<file path="config.mk">
export PLATFORM = sky130hd
export DESIGN_NAME = tmr_host_if
export DESIGN_NICKNAME = d
export VERILOG_FILES = /design/src/rtl/tmr_pkg.sv /design/src/rtl/tmr_cmd_dec.sv /design/src/rtl/tmr_chan_port.sv /design/src/rtl/tmr_host_if.sv
export SDC_FILE = /design/constraint.sdc
export NUM_CORES = 1
export LEC_CHECK = 0
export ABC_AREA = 1
export BUFFER_PORTS_ARGS = -buffer_cell sky130_fd_sc_hd__buf_2
export CAP_MARGIN = 30
export CORE_MARGIN = 10
export CORE_UTILIZATION = 52
export CTS_CLUSTER_SIZE = 30
export DETAILED_ROUTE_END_ITERATION = 10
export HOLD_SLACK_MARGIN = 0.08
export PLACE_DENSITY = 0.77
export SYNTH_ARGS = -nofsm -noshare
export SYNTH_HDL_FRONTEND = slang
export SYNTH_SLANG_ARGS = --single-unit
</file>
<file path="constraint.sdc">
create_clock -name clk -period 2.05 [get_ports clk]
set_input_delay 0.41 -clock clk [delete_from_list [all_inputs] [get_ports clk]]
set_output_delay 0.41 -clock clk [all_outputs]
set_load 0.01 [all_outputs]
</file>
<file path="src/rtl/tmr_pkg.sv">
`timescale 1ns/1ps
package tmr_pkg;
    localparam int BYTE_W = 8;
    localparam int CNT_W  = 2 * BYTE_W;

    typedef enum logic [1:0] {
        ACC_LATCH = 2'b00,
        ACC_LO    = 2'b01,
        ACC_HI    = 2'b10,
        ACC_WORD  = 2'b11
    } acc_e;

    typedef struct packed {
        acc_e              acc;
        logic [2:0]        mode;
        logic              bcd;
        logic              wr_hi;
        logic              rd_hi;
        logic              cnt_held;
        logic [CNT_W-1:0]  cnt_lat;
        logic              st_held;
        logic [BYTE_W-1:0] st_lat;
        logic [BYTE_W-1:0] lo_buf;
        logic              reload;
        logic [CNT_W-1:0]  reload_val;
    } chan_st_t;

    localparam chan_st_t CHAN_RST = '{acc: ACC_WORD, default: '0};
endpackage

</file>
<file path="src/rtl/tmr_cmd_dec.sv">
`timescale 1ns/1ps
module tmr_cmd_dec
    import tmr_pkg::*;
#(
    parameter int NUM_CH = 3
) (
    input  logic              cmd_we,
    input  logic [BYTE_W-1:0] cmd_byte,
    output logic [NUM_CH-1:0] acc_set,
    output logic [NUM_CH-1:0] cnt_lat,
    output logic [NUM_CH-1:0] st_lat,
    output acc_e              acc,
    output logic [2:0]        mode,
    output logic              bcd
);
    localparam logic [3:0] OP_MULTI_CNT = 4'b1101;
    localparam logic [3:0] OP_MULTI_ST  = 4'b1110;

    logic [3:0] op;

    always_comb begin
        op   = cmd_byte[7:4];
        acc  = acc_e'(op[1:0]);
        mode = cmd_byte[3:1];
        bcd  = cmd_byte[0];
    end

    for (genvar i = 0; i < NUM_CH; i++) begin : g_ch
        always_comb begin
            acc_set[i] = cmd_we && (op[3:2] == 2'(i)) && (op[1:0] != ACC_LATCH);
            cnt_lat[i] = cmd_we && (((op[3:2] == 2'(i)) && (op[1:0] == ACC_LATCH))
                                   || ((op == OP_MULTI_CNT) && cmd_byte[i+1]));
            st_lat[i]  = cmd_we && (op == OP_MULTI_ST) && cmd_byte[i+1];
        end
    end
endmodule

</file>
<file path="src/rtl/tmr_chan_port.sv">
`timescale 1ns/1ps
module tmr_chan_port
    import tmr_pkg::*;
(
    input  logic              clk,
    input  logic              rst_n,
    input  logic              acc_set,
    input  logic              cnt_lat,
    input  logic              st_lat,
    input  acc_e              acc_in,
    input  logic [2:0]        mode_in,
    input  logic              bcd_in,
    input  logic              wr_sel,
    input  logic              rd_sel,
    input  logic [BYTE_W-1:0] wdata,
    input  logic [CNT_W-1:0]  cnt_in,
    input  logic              out_in,
    input  logic              loaded_in,
    output logic [BYTE_W-1:0] rd_byte,
    output logic              reload_o,
    output logic [CNT_W-1:0]  reload_val_o,
    output logic [2:0]        mode_o,
    output logic              bcd_o
);
    chan_st_t q, d;
    logic [CNT_W-1:0]  src;
    logic [BYTE_W-1:0] cnt_byte;

    always_comb begin
        d        = q;
        d.reload = 1'b0;

        // byte presented on a read: held status first, then held or live count
        src = q.cnt_held ? q.cnt_lat : cnt_in;
        case (q.acc)
            ACC_LO:  cnt_byte = src[BYTE_W-1:0];
            ACC_HI:  cnt_byte = src[CNT_W-1:BYTE_W];
            default: cnt_byte = q.rd_hi ? src[CNT_W-1:BYTE_W] : src[BYTE_W-1:0];
        endcase
        rd_byte = q.st_held ? q.st_lat : cnt_byte;

        if (rd_sel) begin
            if (q.st_held) begin
                d.st_held = 1'b0;
            end else if (q.acc == ACC_WORD) begin
                d.rd_hi = !q.rd_hi;
                if (q.rd_hi) d.cnt_held = 1'b0;
            end else begin
                d.cnt_held = 1'b0;
            end
        end

        if (wr_sel) begin
            case (q.acc)
                ACC_LO: begin
                    d.reload     = 1'b1;
                    d.reload_val = {{BYTE_W{1'b0}}, wdata};
                end
                ACC_HI: begin
                    d.reload     = 1'b1;
                    d.reload_val = {wdata, {BYTE_W{1'b0}}};
                end
                default: begin
                    if (!q.wr_hi) begin
                        d.lo_buf = wdata;
                        d.wr_hi  = 1'b1;
                    end else begin
                        d.reload     = 1'b1;
                        d.reload_val = {wdata, q.lo_buf};
                        d.wr_hi      = 1'b0;
                    end
                end
            endcase
        end

        if (acc_set && !q.cnt_held) begin
            d.acc   = acc_in;
            d.mode  = mode_in;
            d.bcd   = bcd_in;
            d.wr_hi = 1'b0;
            d.rd_hi = 1'b0;
        end

        if (cnt_lat && !q.cnt_held) begin
            d.cnt_held = 1'b1;
            d.cnt_lat  = cnt_in;
        end

        if (st_lat && !q.st_held) begin
            d.st_held = 1'b1;
            // access field is encoded with the two bits swapped relative to the command
            d.st_lat  = {out_in, loaded_in, q.acc[0], q.acc[1], q.mode, q.bcd};
        end
    end

    always_ff @(posedge clk) begin
        if (!rst_n) q <= CHAN_RST;
        else        q <= d;
    end

    assign reload_o     = q.reload;
    assign reload_val_o = q.reload_val;
    assign mode_o       = q.mode;
    assign bcd_o        = q.bcd;
endmodule

</file>
<file path="src/rtl/tmr_host_if.sv">
`timescale 1ns/1ps
module tmr_host_if
    import tmr_pkg::*;
#(
    parameter int NUM_CH = 3,
    parameter int ADDR_W = 2
) (
    input  logic                    clk,
    input  logic                    rst_n,
    input  logic                    wr_en,
    input  logic                    rd_en,
    input  logic [ADDR_W-1:0]       addr,
    input  logic [BYTE_W-1:0]       wdata,
    output logic [BYTE_W-1:0]       rdata,
    input  logic [NUM_CH*CNT_W-1:0] cnt_in,
    input  logic [NUM_CH-1:0]       out_in,
    input  logic [NUM_CH-1:0]       loaded_in,
    output logic [NUM_CH-1:0]       reload_o,
    output logic [NUM_CH*CNT_W-1:0] reload_val_o,
    output logic [NUM_CH*3-1:0]     mode_o,
    output logic [NUM_CH-1:0]       bcd_o
);
    localparam logic [ADDR_W-1:0] CMD_ADDR = ADDR_W'(NUM_CH);

    logic [NUM_CH-1:0] acc_set, cnt_lat, st_lat;
    acc_e              dec_acc;
    logic [2:0]        dec_mode;
    logic              dec_bcd;
    logic [BYTE_W-1:0] chan_rd [NUM_CH];

    tmr_cmd_dec #(.NUM_CH(NUM_CH)) u_dec (
        .cmd_we   (wr_en && (addr == CMD_ADDR)),
        .cmd_byte (wdata),
        .acc_set  (acc_set),
        .cnt_lat  (cnt_lat),
        .st_lat   (st_lat),
        .acc      (dec_acc),
        .mode     (dec_mode),
        .bcd      (dec_bcd)
    );

    for (genvar i = 0; i < NUM_CH; i++) begin : g_ch
        tmr_chan_port u_port (
            .clk          (clk),
            .rst_n        (rst_n),
            .acc_set      (acc_set[i]),
            .cnt_lat      (cnt_lat[i]),
            .st_lat       (st_lat[i]),
            .acc_in       (dec_acc),
            .mode_in      (dec_mode),
            .bcd_in       (dec_bcd),
            .wr_sel       (wr_en && (addr == ADDR_W'(i))),
            .rd_sel       (rd_en && (addr == ADDR_W'(i))),
            .wdata        (wdata),
            .cnt_in       (cnt_in[i*CNT_W +: CNT_W]),
            .out_in       (out_in[i]),
            .loaded_in    (loaded_in[i]),
            .rd_byte      (chan_rd[i]),
            .reload_o     (reload_o[i]),
            .reload_val_o (reload_val_o[i*CNT_W +: CNT_W]),
            .mode_o       (mode_o[i*3 +: 3]),
            .bcd_o        (bcd_o[i])
        );
    end

    always_comb begin
        rdata = '0;
        for (int i = 0; i < NUM_CH; i++) begin
            if (addr == ADDR_W'(i)) rdata = chan_rd[i];
        end
    end
endmodule

</file>
* Yosys cells after proc, flatten, opt, wreduce, memory -nomap -nowiden
Cells that the tools add are included.
** Storage, ports and cells
- Flip-flop bits (word level) :: 177
- Bits in latches :: 0
- Bits in writable memories :: 0
- Bits in read-only memories :: 0
- Input port bits :: 68
- Output and inout port bits :: 71
- Logic and storage cells :: 197
- Memories kept :: 0
** Cells by class
- Add/subtract/negate cells :: 0
- Multipliers :: 0
- Divide/modulo/power cells :: 0
- $lt $le $gt $ge :: 0
- Equal/unequal tests :: 22
- Shifts and indexed selects :: 0
- Mux-type cells :: 45
- Bitwise logic cells :: 10
- Reductions and logical operators :: 84
** Operator list (number)
- 2-to-1 mux 17 bit :: 6
- one-hot mux 17 bit (2 select lines) :: 3
- 2-to-1 mux 8 bit :: 9
- 2-to-1 mux 16 bit :: 3
- one-hot mux 8 bit (2 select lines) :: 3
- logical AND 1 bit :: 35
- 2-to-1 mux 9 bit :: 3
- AND reduction 3 bit :: 9
- equality test 2 bit (second input constant) :: 9
- 2-to-1 mux 1 bit :: 18
- AND reduction 2 bit :: 9
- nonzero test 2 bit :: 7
- OR reduction 2 bit :: 6
- equality test 2 x 1 -> 1 bit (second input constant) :: 5
- NOT 1 bit :: 10
- zero test 1 bit :: 9
- != test 3 x 2 -> 1 bit (second input constant) :: 3
- nonzero test 3 bit :: 3
- equality test 4 bit (second input constant) :: 2
- zero test 2 bit :: 3
- != test 2 bit (second input constant) :: 3
- logical OR 1 bit :: 3

* Longest topological paths before layout
- Depth after elaboration :: 7
- Depth in mapped cells :: 10

* Hierarchy
Synthesis repeated with hierarchy kept, for this count alone.
** Second synthesis, totals
- Cell total of the unflattened synthesis :: 1438
- Area total of the unflattened synthesis :: 9512.9 µm²
** By module, submodules not included
- tmr_chan_port (g_ch[1].u_port ...) :: times used 2, cells an instance 451, area each 2966.6 µm², sequential area each 1181.1 µm²
- tmr_chan_port (g_ch[0].u_port) :: times used 1, cells an instance 454, area each 3146.8 µm², sequential area each 1181.1 µm²
- tmr_host_if :: times used 1, cells an instance 49, area each 249.0 µm², sequential area each 0.0 µm²
- tmr_cmd_dec :: times used 1, cells an instance 33, area each 183.9 µm², sequential area each 0.0 µm²

* Least setup slack after synthesis
No wires, ideal clock.
- Path type :: register to output
- Start point :: register g_ch[1].u_port.q[57] in the netlist's numbering
- End point :: output port rdata[0]
- Data arrival time :: 1.643 ns
- Required time :: 1.640 ns
- Path slack :: -0.003 ns
- Cell stages (with the launch flop) :: 10
- Path buffers :: 1
- Cells stage by stage :: dfxtp_1 -> inv_1 -> ha_1 -> buf_2 -> nor2_1 -> nor2_1 -> nand2_1 -> nand3_1 -> nand2_1 -> nand3_1
** Between the ends
- Word-level cells in the longest chain between the ends :: 5
** Ends and longest elaborated chain
- start, declared :: RTL line tmr_chan_port.sv:25 : chan_st_t q, d;
- start signal, assigned :: RTL line tmr_chan_port.sv:97 : if (!rst_n) q <= CHAN_RST;
- start signal, assigned :: RTL line tmr_chan_port.sv:98 : else q <= d;
- equality test 2 bit or equality test 2 x 1 -> 1 bit (tied branches) :: RTL line tmr_chan_port.sv:35 : case (q.acc)
- one-hot mux 8 bit (2 select lines) (*) :: RTL line tmr_chan_port.sv:35
- 2-to-1 mux 8 bit (*) :: RTL line tmr_chan_port.sv:40 : rd_byte = q.st_held ? q.st_lat : cnt_byte;
- 2-to-1 mux 8 bit (*) (2 in series) :: RTL line tmr_host_if.sv:69 : if (addr == ADDR_W'(i)) rdata = chan_rd[i];
- end, declared :: RTL line tmr_host_if.sv:14 : output logic [BYTE_W-1:0] rdata,
Mark *: on every way between the ends. The rest lies on a longest branch, timed or not.

* Final worst setup path
- Start point :: register g_ch[1].u_port.q[57] in the netlist's numbering
- End point :: output port rdata[3]
The elaborated chain is that of the path after synthesis.

==> results.py <==
metrics = {
    "drt": {
        "drtPass1Iterations": 6,
        "antenna_left": 0,
        "drcViolationCount": 0,
        "drt_iter0_markers": 771,
        "finalWirelength_um": 26600,
        "via_per_inst": 5.30,
        "dr_total_vias": 8963,
        "wl_per_cell_um": 15.7,
    },
    "die": {
        "core_area_um2": 17300,
        "ios": 139,
        "start_util": 0.531,
        "dieArea_um2": 23400,
        "dieWidth_um": 153,
        "die_height_um": 153,
        "rows": 48,
    },
    "placed_design": {
        "postPlaceCellArea_um2": 9800,
        "portBuffers": 138,
        "gp_congestion": 0.878,
        "detailedPlace.worstSlack_ns": -0.159,
        "dp_hpwl_um": 18800,
    },
    "synth": {
        "synth_seq_area_share": 0.386,
        "synth_compound_area_frac": 0.119,
        "synth_area_um2": 9180,
        "postSynthAreaPerCell_um2": 6.67,
        "synth_fa_ha_area_frac": 0.0136,
        "synthSimpleGateAreaFrac": 0.337,
        "ys_ff_latch": 177,
        "yosysUniqueCellTypes": 31,
        "synth_mux_area_frac": 0,
        "synth_top_area_cell": "dfxtp_1",
        "yosys_warnings": 0,
        "syn-instance-count": 1376,
        "yosysTopAreaCellShare": 0.386,
        "synth.area.top_cells": "dfxtp_1 (39%), nand2_1 (14%), nand3_1 (9.7%)",
        "synth_top_family_by_area": "simple AND/OR/NAND/NOR gates",
        "syn_nets": 1454,
        "synthXorXnorAreaFrac": 0.000954,
    },
    "setup_path": {
        "critical_path_class": "reg -> out",
        "required_ns": 1.64,
        "cp_cell_sequence": "inv_2, ha_4, nor2_4, a21oi_2, buf_6, nand2_1, nand3_1, nand2_1, nand3_2, buf_6",
        "slowest_stage": "dfxtp_2",
        "max_stage_delay_ns": 0.34,
        "reg2reg_depth": 9,
        "crit_family": "simple AND/OR/NAND/NOR gates",
        "start_kind": "register",
        "end_kind": "output port",
        "crit_fanout": 8,
        "cp.arrival_ns": 1.95,
        "crit_buf_inv": 3,
        "cp.depth": 10,
    },
    "global_routing": {
        "grt_use_total": 0.218,
        "grt_pass1_wl_um": 42400,
        "antenna_found_initial": 0,
        "grt_pass1_vias": 8303,
        "overflow": 0,
        "grt_start_max_net_pins": 69,
    },
    "pwr": {
        "leakage_nw": 5.24,
        "totalPowerFinal_mw": 7.86,
        "power_density_nw_per_um2": 731,
        "ir_drop_mv": 0.638,
    },
    "final_layout": {
        "final_common_cell": "nand2_1",
        "final_util": 0.622,
        "final_cell_mix": "nand2_1 (315), nor2_1 (173), dfxtp_1 (171)",
        "fillers": 1566,
        "fin_nets": 1532,
        "area_growth_pct": 17.1,
        "drive_gt1_frac": 0.217,
        "multi_input_area_um2": 4560,
        "regArea_um2": 3550,
        "design_area_um2": 10800,
        "n_antenna_cell": 0,
    },
    "clock_network": {
        "clockBufferDepth": 2,
        "cts_tree": "done",
        "clk_pin_slew_worst_paths_ns": 0.07,
        "clockRootBuffer": "clkbuf_16",
        "htree_num_levels": 4,
        "cts_buffers": 17,
        "clock_sinks": 177,
        "clk_latency_ns": 0.44,
    },
    "sta": {
        "setup_slack_ns": -0.307,
        "max_freq_ghz": 0.424,
        "hold_viol": 0,
        "tightest_slew_ns": 0.491,
        "min_period_ns": 2.36,
        "slew_headroom": 0.669,
        "finalCritPeriodShare": 1.15,
        "finalClockSkew_ns": 0.00954,
        "finalSetupViolCount": 8,
        "rsz0062_at_grt": "yes",
        "drv_slew": 0,
    },
    "status": {
        "status": "finished with violations",
        "violations": "setup timing",
    },
    "worst_hold_path": {
        "hp-class": "in -> reg",
        "hold_path_depth": 3,
    },
    "job": {
        "cap_violations": 0,
    },
}
==> area by class of cell <==
type | count | share of cell area
sequential | 177 | 0.331
inverter | 115 | 0.0406
multi-input combinational | 946 | 0.424
tap | 225 | 0.0262
timing repair buffer | 197 | 0.122
clock buffer | 18 | 0.0408
clock inverter | 14 | 0.0163
==> tightest hold or removal path: cells and delay by family <==
kind,cells,cell delay [ns]
buf+inv,1,0.08
simple gates,2,0.12
==> final timing paths <==
| check | slack, ns | end | startpoint |
|---|---|---|---|
| worst max-delay path | -0.31 | rdata[3] | g_ch[1].u_port.q[57] |
| worst min register to register | 0.46 | g_ch[0].u_port.reload_val_o[5] | g_ch[0].u_port.reload_val_o[5] |
| worst min-delay path | 0.20 | g_ch[2].u_port.q[32] | out_in[2] |
| worst max register to register | 0.23 | g_ch[2].u_port.q[17] | g_ch[2].u_port.q[57] |
==> per-stage QoR <==
stage	setup TNS, ns	std cells	hold slack (ns)
6_report	-2.22	1692	0.203
5_1_grt	-2.60	1692	0.205
4_1_cts	-1.86	1690	0.200
3_3_place_gp	-0.199	1656	0.438
3_5_place_dp	-1.01	1656	0.451
2_1_floorplan	0	1376	0.424
==> cells in the mapped netlist (all sizes together) <==
cell	n
nand2	338
nor2	192
nand3	182
dfxtp	177
inv	112
a21oi	110
buf	109
o21ai	104
clkbuf	29
ha	10
nor3	5
clkinv	3
o211ai	2
nand4	1
or2	1
xor2	1
==> logic make-up after synthesis <==
group	Yosys count
and+or+nand+nor	719
buffers and inverters	253
AOI/OAI and AO/OA	216
DFF	177
adders and majority gates	10
xor gates and xnor gates	1
==> registers in the layout, summed over array words and instances (netlist names) <==
name / flops
g_ch.u_port.q: 114
g_ch.u_port.mode_o: 9
g_ch.u_port.reload_val_o: 48
g_ch.u_port.bcd_o: 3
g_ch.u_port.reload_o: 3
==> timing repair <==
item                                    CTS  global route
endpoints found under the hold margin     0             0
resized for setup                        55            24
gates cloned                              0             0
buffers inserted                          4             2
hold buffers                              0             0
endpoints found under the setup margin    8             8
pin swaps                                18            13
==> per-layer routing <==
metal,vias up,GRT usage,routed length [um]
met3,39,0.0527,2220
met2,348,0.359,12500
li1,4494,-,-
met4,0,0.0649,461
met1,4082,0.277,11400
met5,-,0,0
==> power by group <==
group	leakage [nW]	switching [mW]	internal [mW]
Sequential	1.43	0.0420	3.50
Clock	0.295	1.48	1.97
Combinational	3.52	0.555	0.320
Note: power is estimated with default switching activity, not from simulation.
